--- config.mk ---
export PLATFORM = sky130hd
export DESIGN_NAME = audio_rail_seq
export DESIGN_NICKNAME = d
export VERILOG_FILES = /design/src/rtl/aseq_pkg.sv /design/src/rtl/aseq_tick.sv /design/src/rtl/aseq_deglitch.sv /design/src/rtl/aseq_ctrl.sv /design/src/rtl/audio_rail_seq.sv
export SDC_FILE = /design/constraint.sdc
export NUM_CORES = 1
export LEC_CHECK = 0
export ABC_AREA = 1
export BUFFER_PORTS_ARGS = -buffer_cell sky130_fd_sc_hd__buf_4
export CAP_MARGIN = 10
export CORE_ASPECT_RATIO = 0.6
export CORE_MARGIN = 2
export CORE_UTILIZATION = 25
export DETAILED_ROUTE_END_ITERATION = 7
export PLACE_DENSITY_LB_ADDON = 0.2
export SYNTH_ARGS = -nofsm -noshare
export SYNTH_HDL_FRONTEND = slang
export SYNTH_SLANG_ARGS = --single-unit
--- constraint.sdc ---
create_clock -name clk -period 2.18 [get_ports clk]
set_input_delay 0.109 -clock clk [delete_from_list [all_inputs] [get_ports clk]]
set_output_delay 0.109 -clock clk [all_outputs]
set_load 0.01 [all_outputs]
--- src/rtl/aseq_pkg.sv ---
// Shared types for the audio rail sequencer.
// Assumes: one controller instance per set of four audio rails.
package aseq_pkg;

    typedef enum logic [3:0] {
        S_OFF,        // all rails down, waiting for enable and hold-off
        S_PREMUTE,    // mute asserted, one tick before the first ramp
        S_UP_RAMP,    // rail idx enabled and ramping
        S_UP_WAIT,    // waiting for rail idx filtered power-good
        S_UP_SETTLE,  // settling after rail idx power-good
        S_AMP_ON,     // amplifier enabled, still muted
        S_RUN,        // fully powered, unmuted
        S_DN_MUTE,    // mute asserted before ramp-down
        S_DN_RAMP,    // rail idx disabled and ramping down
        S_FLT_HOLD    // down after fault, waiting for enable low
    } seq_state_t;

endpackage

--- src/rtl/aseq_tick.sv ---
// Millisecond tick generator.
// Produces a one-cycle pulse every DIV clock cycles. Assumes DIV >= 2.
module aseq_tick #(
    parameter int DIV = 125000
) (
    input  logic clk,
    input  logic rst_n,
    output logic tick
);
    localparam int CW = $clog2(DIV) + 1;

    logic [CW-1:0] div_cnt;

    // Count clock cycles and emit a pulse on wrap.
    always_ff @(posedge clk) begin
        if (!rst_n) begin
            div_cnt <= '0;
            tick    <= 1'b0;
        end else if (div_cnt == CW'(DIV - 1)) begin
            div_cnt <= '0;
            tick    <= 1'b1;
        end else begin
            div_cnt <= div_cnt + 1'b1;
            tick    <= 1'b0;
        end
    end

    assert_tick_single_R4: assert property (@(posedge clk) disable iff (!rst_n)
        tick |=> !tick);

endmodule

--- src/rtl/aseq_deglitch.sv ---
// Power-good filter for one rail.
// Synchronises the raw input with two flops. The filtered level follows the
// synchronised level only after it has differed for DGL ticks in a row.
// Assumes DGL >= 1 and a tick pulse one cycle wide.
module aseq_deglitch #(
    parameter int DGL = 3
) (
    input  logic clk,
    input  logic rst_n,
    input  logic tick,
    input  logic raw,
    output logic filt
);
    localparam int CW = $clog2(DGL + 1);

    logic          sync1, sync2;
    logic [CW-1:0] diff_cnt;

    // Synchronise, then count ticks of disagreement before following.
    always_ff @(posedge clk) begin
        if (!rst_n) begin
            sync1    <= 1'b0;
            sync2    <= 1'b0;
            filt     <= 1'b0;
            diff_cnt <= '0;
        end else begin
            sync1 <= raw;
            sync2 <= sync1;
            if (sync2 == filt) begin
                diff_cnt <= '0;
            end else if (tick) begin
                if (diff_cnt == CW'(DGL - 1)) begin
                    filt     <= sync2;
                    diff_cnt <= '0;
                end else begin
                    diff_cnt <= diff_cnt + 1'b1;
                end
            end
        end
    end

    assert_filt_on_tick_R8: assert property (@(posedge clk) disable iff (!rst_n)
        !tick |=> $stable(filt));

endmodule

--- src/rtl/aseq_ctrl.sv ---
// Sequencing state machine for the audio rails.
// Raises rails upward behind filtered power-good plus a settling delay.
// Keeps the amplifier muted until everything is up. Lowers rails in reverse
// order on disable, brownout or fault.
// Assumes: tick is one cycle wide; pg_f is already filtered; NRAIL is a power of two.
module aseq_ctrl
    import aseq_pkg::*;
#(
    parameter int NRAIL       = 4,
    parameter int RW          = 5,
    parameter int RAMP_MIN_MS = 5,
    parameter int RAMP_MAX_MS = 20,
    parameter int SETTLE_MS   = 3,
    parameter int UV_HOLD_MS  = 4,
    parameter int HOLDOFF_MS  = 8,
    parameter int PG_TOUT_MS  = 30
) (
    input  logic             clk,
    input  logic             rst_n,
    input  logic             tick,
    input  logic             sys_en,
    input  logic [RW-1:0]    ramp_ms,
    input  logic [NRAIL-1:0] pg_f,
    input  logic             uv_in,
    input  logic             fault_in,
    output logic [NRAIL-1:0] rail_en,
    output logic [NRAIL-1:0] rail_ramp,
    output logic             amp_mute,
    output logic             amp_en,
    output logic             pwr_good,
    output logic             fault_flag
);
    localparam int IW = $clog2(NRAIL);
    localparam int TW = $clog2(RAMP_MAX_MS + SETTLE_MS + UV_HOLD_MS + HOLDOFF_MS + PG_TOUT_MS + 1) + 1;

    seq_state_t    state;
    logic [IW-1:0] idx;
    logic [TW-1:0] cnt, hoff, uv_cnt, ramp_len;
    logic          pg_q, fault_q;
    logic          active, uv_trip, to_hit, abort_flt, abort_any;

    // Clamp the requested ramp window to the legal range.
    always_comb begin
        if (ramp_ms < RW'(RAMP_MIN_MS))      ramp_len = TW'(RAMP_MIN_MS);
        else if (ramp_ms > RW'(RAMP_MAX_MS)) ramp_len = TW'(RAMP_MAX_MS);
        else                                 ramp_len = TW'(ramp_ms);
    end

    // Measure how long the undervoltage input has stayed high, in ticks.
    always_ff @(posedge clk) begin
        if (!rst_n)                                      uv_cnt <= '0;
        else if (!uv_in)                                 uv_cnt <= '0;
        else if (tick && uv_cnt != TW'(UV_HOLD_MS))      uv_cnt <= uv_cnt + 1'b1;
    end

    // Decode the abort conditions that apply while powering up or running.
    always_comb begin
        active    = (state == S_PREMUTE) || (state == S_UP_RAMP) || (state == S_UP_WAIT) ||
                    (state == S_UP_SETTLE) || (state == S_AMP_ON) || (state == S_RUN);
        uv_trip   = (uv_cnt == TW'(UV_HOLD_MS));
        to_hit    = (state == S_UP_WAIT) && tick && !pg_f[idx] && (cnt == TW'(PG_TOUT_MS - 1));
        abort_flt = active && (fault_in || to_hit);
        abort_any = active && (abort_flt || uv_trip || !sys_en);
    end

    // Main sequencing process: state, rail index, tick timer, hold-off and flags.
    always_ff @(posedge clk) begin
        if (!rst_n) begin
            state   <= S_OFF;
            idx     <= '0;
            cnt     <= '0;
            hoff    <= '0;
            pg_q    <= 1'b0;
            fault_q <= 1'b0;
        end else begin
            if (tick && cnt != '1) cnt  <= cnt + 1'b1;
            if (tick && hoff != '0) hoff <= hoff - 1'b1;
            if (abort_any) begin
                cnt     <= '0;
                fault_q <= fault_q | abort_flt;
                if (abort_flt || uv_trip) pg_q <= 1'b0;
                if (state == S_PREMUTE) begin
                    if (abort_flt || fault_q) begin
                        state <= S_FLT_HOLD;
                    end else begin
                        state <= S_OFF;
                        hoff  <= TW'(HOLDOFF_MS);
                    end
                end else begin
                    state <= S_DN_MUTE;
                end
            end else begin
                case (state)
                    S_OFF: if (sys_en && !uv_in && hoff == '0) begin
                        state <= S_PREMUTE;
                        idx   <= '0;
                        cnt   <= '0;
                    end
                    S_PREMUTE: if (tick) begin
                        state <= S_UP_RAMP;
                        cnt   <= '0;
                    end
                    S_UP_RAMP: if (tick && cnt == ramp_len - TW'(1)) begin
                        state <= S_UP_WAIT;
                        cnt   <= '0;
                    end
                    S_UP_WAIT: if (pg_f[idx]) begin
                        state <= S_UP_SETTLE;
                        cnt   <= '0;
                    end
                    S_UP_SETTLE: if (!pg_f[idx]) begin
                        state <= S_UP_WAIT;
                        cnt   <= '0;
                    end else if (tick && cnt == TW'(SETTLE_MS - 1)) begin
                        cnt <= '0;
                        if (idx == IW'(NRAIL - 1)) begin
                            state <= S_AMP_ON;
                        end else begin
                            idx   <= idx + 1'b1;
                            state <= S_UP_RAMP;
                        end
                    end
                    S_AMP_ON: if (tick) begin
                        state <= S_RUN;
                        pg_q  <= 1'b1;
                    end
                    S_DN_MUTE: if (tick) begin
                        state <= S_DN_RAMP;
                        cnt   <= '0;
                    end
                    S_DN_RAMP: if (tick && cnt == ramp_len - TW'(1)) begin
                        cnt <= '0;
                        if (idx == '0) begin
                            pg_q <= 1'b0;
                            if (fault_q) begin
                                state <= S_FLT_HOLD;
                            end else begin
                                state <= S_OFF;
                                hoff  <= TW'(HOLDOFF_MS);
                            end
                        end else begin
                            idx <= idx - 1'b1;
                        end
                    end
                    S_FLT_HOLD: if (!sys_en) begin
                        fault_q <= 1'b0;
                        state   <= S_OFF;
                        hoff    <= TW'(HOLDOFF_MS);
                    end
                    default: ;
                endcase
            end
        end
    end

    // Drive rail enables and ramp flags from the state and rail index.
    always_comb begin
        for (int i = 0; i < NRAIL; i++) begin
            case (state)
                S_UP_RAMP, S_UP_WAIT, S_UP_SETTLE, S_DN_MUTE: rail_en[i] = (IW'(i) <= idx);
                S_AMP_ON, S_RUN:                              rail_en[i] = 1'b1;
                S_DN_RAMP:                                    rail_en[i] = (IW'(i) < idx);
                default:                                      rail_en[i] = 1'b0;
            endcase
            rail_ramp[i] = ((state == S_UP_RAMP) || (state == S_DN_RAMP)) && (idx == IW'(i));
        end
        amp_en     = (state == S_AMP_ON) || (state == S_RUN);
        amp_mute   = (state != S_RUN);
        pwr_good   = pg_q;
        fault_flag = fault_q;
    end

    assert_mute_during_ramp_R3: assert property (@(posedge clk) disable iff (!rst_n)
        (|rail_ramp) |-> amp_mute);

    assert_unmute_needs_amp_R5: assert property (@(posedge clk) disable iff (!rst_n)
        !amp_mute |-> (amp_en && pwr_good));

    assert_fault_sticky_R10: assert property (@(posedge clk) disable iff (!rst_n)
        (fault_flag && sys_en) |=> fault_flag);

    assert_brownout_drops_pg_R7: assert property (@(posedge clk) disable iff (!rst_n)
        (active && uv_trip) |=> !pwr_good);

    for (genvar g = 1; g < NRAIL; g++) begin : g_chk
        assert_nested_en_R1: assert property (@(posedge clk) disable iff (!rst_n)
            rail_en[g] |-> rail_en[g-1]);
        assert_pg_gate_R2: assert property (@(posedge clk) disable iff (!rst_n)
            $rose(rail_en[g]) |-> $past(pg_f[g-1]));
    end

endmodule

--- src/rtl/audio_rail_seq.sv ---
// Audio rail power sequencer, top level.
// Ties together the tick divider, one power-good filter per rail and the
// sequencing state machine.
// Assumes: the analog side supplies raw power-good, undervoltage and fault
// levels; all timing parameters are counted in ticks.
module audio_rail_seq #(
    parameter int TICK_DIV    = 125000,
    parameter int NRAIL       = 4,
    parameter int RW          = 5,
    parameter int RAMP_MIN_MS = 5,
    parameter int RAMP_MAX_MS = 20,
    parameter int SETTLE_MS   = 3,
    parameter int DGL_TICKS   = 3,
    parameter int UV_HOLD_MS  = 4,
    parameter int HOLDOFF_MS  = 8,
    parameter int PG_TOUT_MS  = 30
) (
    input  logic             clk,
    input  logic             rst_n,
    input  logic             sys_en,
    input  logic [RW-1:0]    ramp_ms,
    input  logic [NRAIL-1:0] rail_pg,
    input  logic             uv_in,
    input  logic             fault_in,
    output logic [NRAIL-1:0] rail_en,
    output logic [NRAIL-1:0] rail_ramp,
    output logic             amp_mute,
    output logic             amp_en,
    output logic             pwr_good,
    output logic             fault_flag
);
    logic             ms_tick;
    logic [NRAIL-1:0] pg_filt;

    aseq_tick #(.DIV(TICK_DIV)) u_tick (
        .clk  (clk),
        .rst_n(rst_n),
        .tick (ms_tick)
    );

    for (genvar r = 0; r < NRAIL; r++) begin : g_pg
        aseq_deglitch #(.DGL(DGL_TICKS)) u_dgl (
            .clk  (clk),
            .rst_n(rst_n),
            .tick (ms_tick),
            .raw  (rail_pg[r]),
            .filt (pg_filt[r])
        );
    end

    aseq_ctrl #(
        .NRAIL      (NRAIL),
        .RW         (RW),
        .RAMP_MIN_MS(RAMP_MIN_MS),
        .RAMP_MAX_MS(RAMP_MAX_MS),
        .SETTLE_MS  (SETTLE_MS),
        .UV_HOLD_MS (UV_HOLD_MS),
        .HOLDOFF_MS (HOLDOFF_MS),
        .PG_TOUT_MS (PG_TOUT_MS)
    ) u_ctrl (
        .clk       (clk),
        .rst_n     (rst_n),
        .tick      (ms_tick),
        .sys_en    (sys_en),
        .ramp_ms   (ramp_ms),
        .pg_f      (pg_filt),
        .uv_in     (uv_in),
        .fault_in  (fault_in),
        .rail_en   (rail_en),
        .rail_ramp (rail_ramp),
        .amp_mute  (amp_mute),
        .amp_en    (amp_en),
        .pwr_good  (pwr_good),
        .fault_flag(fault_flag)
    );

endmodule

==> impl_results.md, run 1 <==
* Status: completed
* Fin. max-slew vios at 0
* Max Buffers Root-to-Sink at 2
* Final Hold Fails at 0
* XOR/XNOR share of the synthesized area at 3.19%
* Total CTS buffers at 9
* Post-synth top area share at 34.5%
* TritonCTS clock tree: yes
* Primary FF master, synth: dfxtp_1
* Fmax at 0.484 GHz
* WL per Instance at 11.9 um
* DP HPWL at roughly 8000 um
* Hold WS at 98.4 ps
* Tcrit/Tclk final at 94.8%
* Cell internal pwr at 2.93 mW
* MaxCap Viol Count at 0
* Die height at 103 um
* Initial antenna violation count at 0
* CTS Sinks at 71
* Die area at 17600 sq um
* Comb power frac at approximately 39%
* Crit path arrival time at 1960 ps
* Worst-Skew Late Latency at 350 ps
* Sequential fraction of the synthesis area at 34.5%
* Sw Share at 39.9%
* Synth top area cells: dfxtp_1, nand2_1, inv_1, nor2_1, a21oi_1
* Largest net degree at the start of global routing at 22
* Mapped Nets at approximately 640
* Row count at 36
* Tmin final at 2070 ps
* Crit. End Element: output pin
* H-tree level count at 3
* I/O Buffers at 25
* Routability cong. at 0.838
* Post-Synth Adder-Cell Area at 4.56%
* Fraction of registers with async set/reset at 0%
* Synth Area in Simple Gates at 34.2%
* Finish-stage setup viols at 0
* Clock Skew at 10.3 ps
* Worst EP required at 2070 ps
* Crit Path Category: register to output pin
* Vias in the first global route at 3568
* Drt total wl at around 10000 um
* Area leader, netlist: dfxtp_1
* Synth Warn # at 0
* Via-to-Cell Ratio at 4.50
* Initial DRT Pass Iterations at 4
* Power Density at approximately 950 nW/um^2
* Clock root cell: clkbuf_16
* Post-synthesis mux area share at 0%
* CTS clk-pin slew, worst paths at 60 ps
* All-Layer GR Usage at around an eighth
* Setup WS post-layout at around 110 ps
* Mapped Cells at 610
* VDD IR max at 325 uV
* # IOs at 26
* CP Launch Type: register
* Psw at between 1.5 and 2 mW
* Measured slew at the worst slew-check pin at roughly 430 ps
* Min-Delay Path Class: input port to register
* Synth unique cells at 40
* Clock power frac at a little under a third
* Antenna Violating Nets Remaining at 0
* Remaining DRCs at 0
* Drt initial violations at 240
* Total gr overflow at 0
* P&R area growth vs syn at 24.6%
* Diodes inserted at 0
* Initial core utilization at about 25%
* Syn avg cell area at 6.75 sq um
* Post-synthesis cell area at roughly 4100 sq um
* Via count at 3976
* Slew headroom at between 70% and 80%
* Setup WS pre-CTS at -31.7 ps
* # nets final at 698
* Die X at 170 um
* Synth Register Bits at around 70
* LEAKAGE at 2.15 nW
* First-pass GRT wire length at 17100 um
* Main combinational cell family by area after synthesis: simple AND/OR/NAND/NOR gates
* Sequential Power Share at 30.0%
* Number of synthesized flops with an enable pin at 0
* Share of cells above drive strength 1 at between 10% and 20%
* Post-synthesis compound-gate area fraction at 13.1%
* Max FO, Critical Path at 7
* Core area at about 16000 sq um
==> flip-flops by register name (all words and copies together), names as in the netlist <==
| signal | flops |
|---|---|
| g_pg.u_dgl.sync1 | 4 |
| u_ctrl.cnt | 8 |
| u_ctrl.idx | 2 |
| u_ctrl.state | 4 |
| u_ctrl.hoff | 8 |
| u_ctrl.uv_cnt | 8 |
| u_tick.tick | 1 |
| g_pg.u_dgl.sync2 | 4 |
| g_pg.u_dgl.diff_cnt | 8 |
| u_tick.div_cnt | 18 |
| u_ctrl.fault_flag | 1 |
| u_ctrl.pwr_good | 1 |
| g_pg.u_dgl.filt | 4 |
==> Yosys cell counts (3+ instances only) <==
cell,count
inv_1,97
nor2_4,4
nand4_1,15
nand2_4,3
clkbuf_1,4
nand3_1,38
o211ai_1,3
nor4_1,4
nand3b_1,4
xnor2_1,4
nor2_1,59
dfxtp_1,71
o21ai_1,5
nand2_2,5
nor3_1,17
or2_2,5
o21ai_0,35
nor3b_1,6
ha_1,15
nor2_2,11
xor2_1,11
inv_2,8
nand2_1,122
a21oi_1,41
==> per-layer routing <==
| metal | GRT usage [%] | up-vias | part of all wire [%] |
|---|---|---|---|
| met5 | 0 | - | 0 |
| met4 | 4.27 | 0 | 1.3 |
| met3 | 3.65 | 9 | 4.9 |
| met2 | 17.9 | 92 | 40 |
| met1 | 17.7 | 1799 | 54 |
| li1 | - | 2076 | - |
==> worst paths after layout <==
path / end / start / slack [ps] / cells past startpoint
min: g_pg[2].u_dgl.sync1$_SDFF_PN0_ / rst_n / 100 / 3
min reg2reg: g_pg[3].u_dgl.sync2$_SDFF_PN0_ / g_pg[3].u_dgl.sync1$_SDFF_PN0_ / 410 / 2
max: rail_ramp[0] / u_ctrl.state[3]$_SDFFE_PN0P_ / 110 / 7
max reg2reg: u_tick.div_cnt[16]$_SDFF_PP0_ / u_tick.div_cnt[0]$_SDFF_PP0_ / 150 / 13
==> critical path: stages, from the launching register on <==
cell	delay, ps
dfxtp_1	430
inv_2	60
or2_1	270
nor2_4	230
nor2_1	120
buf_4	160
nor2_1	180
buf_4	160
==> cells by family after synthesis <==
family / after synthesis
AOI/OAI and AO/OA: 97
xor gates and xnor gates: 15
adders and majority gates: 15
buffers and inverters: 114
DFF: 71
and+or+nand+nor: 298
==> final cells by class <==
type | count | area (sq um)
clock inverter | 6 | 68.8
multi-input combinational | 425 | 2320
fill | 1746 | 11000
inverter | 108 | 408
clock buffer | 10 | 229
sequential | 71 | 1430
tap | 209 | 262
timing repair buffer | 54 | 415
==> timing repair <==
item                       4_1_cts  5_1_grt
hold endpoints to repair         4        0
gates resized for setup          0       17
buffers inserted                 0        4
hold buffers                     4        0
setup endpoints to repair        0       20
==> power groups by stage <==
stage	combinational [mW]	sequential, mW	clock, mW
floorplan	1.31	1.48	0
global placement	1.90	1.49	0
detailed placement	1.90	1.49	0
CTS	1.91	1.46	1.55
global route	2.16	1.48	1.60
finish	1.92	1.46	1.50
==> through the flow <==
stage / power, mW / instance area (sq um) / TNS, ps / utilization [%] / std cells
2_1_floorplan: 2.79 / 4120 / 0 / - / 610
3_3_place_gp: 3.38 / 4700 / 0 / 29.1 / 859
3_5_place_dp: 3.39 / 4700 / -181 / 29.1 / 859
4_1_cts: 4.92 / 5040 / 0 / 31.2 / 879
5_1_grt: 5.24 / 5130 / -24.6 / 31.7 / 883
6_report: 4.88 / 5130 / 0 / 31.7 / 883
==> layout by cell type, fill, tap and decap left out, types with 5 or more instances in the layout <==
master | netlist | layout
nor2_1 | 59 | 55
inv_2 | 8 | 8
nor3b_1 | 6 | 6
o21ai_1 | 5 | 5
nor2_4 | 4 | 5
or2_2 | 5 | 5
nand4_1 | 15 | 15
dfxtp_1 | 71 | 67
buf_4 | 0 | 50
inv_1 | 97 | 97
nand3_1 | 38 | 36
nor2_2 | 11 | 14
xor2_1 | 11 | 11
nor3_1 | 17 | 15
clkbuf_16 | 0 | 9
a21oi_1 | 41 | 41
nand2_2 | 5 | 5
ha_1 | 15 | 15
nand2_1 | 122 | 122
o21ai_0 | 35 | 35
(Power assumes the default switching activity.)
==> run 2, diff against run 1 <==
Settings changed: CTS_BUF_LIST set to sky130_fd_sc_hd__clkbuf_16.
==> impl_results.md, run 2 (synthesis gave the netlist of run 1 again) <==
* Max FO, Critical Path at 7 (unchanged)
* All-Layer GR Usage at 12.4% (unchanged)
* Core area at 16200 sq um (unchanged)
* Final Non-Filler Cells at 883 (unchanged)
* VDD IR max at 325 uV (unchanged)
* Tmin final at 2070 ps (about the same)
* Slew headroom at 71.0% (unchanged)
* CP Depth at 7 (unchanged)
* Via count at 3976 (unchanged)
* R2R Setup Slk at 150 ps (about the same)
* Filler instances at 1746 (unchanged)
* MaxCap Viol Count at 0 (unchanged)
* H-tree level count at 3 (unchanged)
* Crit path arrival time at 1960 ps (about the same)
* Most frequent cells in the layout: nand2_1, inv_1, dfxtp_1, nor2_1, buf_4 (unchanged)
* Placement Cell Area at 4700 sq um (unchanged)
* Max reg flops at 18 (unchanged)
* Worst-Skew Late Latency at 350 ps (about the same)
* Worst r2r src: u_tick.div_cnt[0]$_SDFF_PP0_ (unchanged)
* Initial core utilization at 25.5% (unchanged)
* Power Density at 951 nW/um^2 (about the same)
* Total CTS buffers at 9 (unchanged)
* WL per Instance at 11.9 um (about the same)
* Remaining DRCs at 0 (unchanged)
* Share of cells above drive strength 1 at 18.4% (unchanged)
* Initial DRT Pass Iterations at 4 (unchanged)
* Clock Skew at 10.6 ps (was 10.3 ps)
* # nets final at 698 (unchanged)
* LEAKAGE at 2.15 nW (about the same)
* Tcrit/Tclk final at 94.8% (about the same)
* Cell area after layout at 5130 sq um (unchanged)
* Commonest non-fill, non-tap cell in the layout: nand2_1 (unchanged)
* CP Launch Type: register (unchanged)
* Hold WS at 98.1 ps (was 98.4 ps)
* Min-Delay Path Class: input port to register (unchanged)
* Clock root cell: clkbuf_16 (unchanged)
* Antenna Violating Nets Remaining at 0 (unchanged)
* Via-to-Cell Ratio at 4.50 (unchanged)
* Routability cong. at 0.838 (unchanged)
* Crit. Startpoint: u_ctrl.state[3]$_SDFFE_PN0P_ (unchanged)
* Crit Path Category: register to output pin (unchanged)
* Measured slew at the worst slew-check pin at 432 ps (unchanged)
* Worst EP required at 2070 ps (about the same)
* Placed cells at 859 (unchanged)
* Fin. max-slew vios at 0 (unchanged)
* Drt initial violations at 240 (unchanged)
* P&R area growth vs syn at 24.6% (unchanged)
* Diodes inserted at 0 (unchanged)
* Critical path buffers and inverters at 3 (unchanged)
* First-pass GRT wire length at 17100 um (unchanged)
* Drt total wl at 10500 um (about the same)
* Status: completed (unchanged)
* TritonCTS clock tree: yes (unchanged)
* Setup WS pre-CTS at -31.7 ps (unchanged)
* Family with the most delay on the worst path: simple AND/OR/NAND/NOR gates (unchanged)
* DP HPWL at 8010 um (unchanged)
* Initial antenna violation count at 0 (unchanged)
* Finish-stage setup viols at 0 (unchanged)
* Fmax at 0.484 GHz (about the same)
* TNS Setup at 0 ps (unchanged)
* CTS Sinks at 71 (unchanged)
* R2R depth at 13 (unchanged)
* CP Cell Sequence: inv_2, or2_1, nor2_4, nor2_1, buf_4, nor2_1, buf_4 (unchanged)
* R2r endpoint: u_tick.div_cnt[16]$_SDFF_PP0_ (unchanged)
* Slowest-stage cell, CP: dfxtp_1 (unchanged)
* Die X at 170 um (unchanged)
* CTS clk-pin slew, worst paths at 60 ps (about the same)
* Largest net degree at the start of global routing at 22 (unchanged)
* I/O Buffers at 25 (unchanged)
* # IOs at 26 (unchanged)
* Setup WS post-layout at 113 ps (about the same)
* Vias in the first global route at 3568 (unchanged)
* Crit. End Element: output pin (unchanged)
* Total gr overflow at 0 (unchanged)
* Final Hold Fails at 0 (unchanged)
* Die height at 103 um (unchanged)
* Worst setup path endpoint: rail_ramp[0] (unchanged)
* Biggest register: u_tick.div_cnt (unchanged)
* Slowest cell delay on critical path at 430 ps (about the same)
* Die area at 17600 sq um (unchanged)
* Max Buffers Root-to-Sink at 2 (unchanged)
* Row count at 36 (unchanged)
run 2: cell count changes in the layout (fill, tap and decap cells not counted):
cell,delta
clkbuf_1,-1
inv_1,+1
run 2: worst min-delay path: stages:
cell and delay (ps):
buf_4 190, nand2_1 80, inv_1 30
run 2: worst min-delay path by stage:
stage / depth (start not counted) / startpoint / slack (ps) / to
2_1_floorplan: 2 / rail_pg[0] / 210 / g_pg[0].u_dgl.sync1$_SDFF_PN0_
3_3_place_gp: 3 / rail_pg[3] / 290 / g_pg[3].u_dgl.sync1$_SDFF_PN0_
3_5_place_dp: 3 / rail_pg[1] / 290 / g_pg[1].u_dgl.sync1$_SDFF_PN0_
4_1_cts: 3 / rst_n / 90 / g_pg[2].u_dgl.sync1$_SDFF_PN0_
5_1_grt: 3 / rst_n / 110 / g_pg[2].u_dgl.sync1$_SDFF_PN0_
6_report: 3 / rst_n / 100 / g_pg[2].u_dgl.sync1$_SDFF_PN0_
run 2: power by group:
| group | internal, mW | total (mW) | switching (mW) |
|---|---|---|---|
| registers | 1.38 | 1.46 | 0.0864 |
| logic | 0.665 | 1.92 | 1.26 |
| clock network | 0.887 | 1.49 | 0.606 |
| total | 2.93 | 4.88 | 1.95 |
run 2: metrics by stage:
step                      power (mW)  utilization, %
final                           4.88            31.7
after global routing            5.24            31.7
after CTS                       4.92            31.2
after detailed placement        3.39            29.1
after global placement          3.38            29.1
after floorplan                 2.79               -
run 2: timing repair:
item,in CTS,in global routing
hold endpoints to repair,4,0
gates resized for setup,0,17
setup buffers,0,4
setup endpoints to repair,0,20
hold buffers,4,0
run 2: area by class of cell:
cell class	instances	area [sq um]	share of cell area, %
clock inverter	7	72.6	1.41
clock buffer	9	225	4.39
inverter	108	408	7.95
tap	209	262	5.10
multi-input combinational	425	2320	45.3
sequential	71	1430	27.8
timing repair buffer	54	415	8.09
run 2: per-layer routing:
layer	share of wire [%]	wire, um	global-route usage (%)	vias to the layer above
met5	0	0	0	-
met4	1.3	138	4.27	0
met3	4.9	519	3.65	9
met2	40	4220	17.9	92
met1	54	5620	17.7	1799
li1	-	-	-	2076
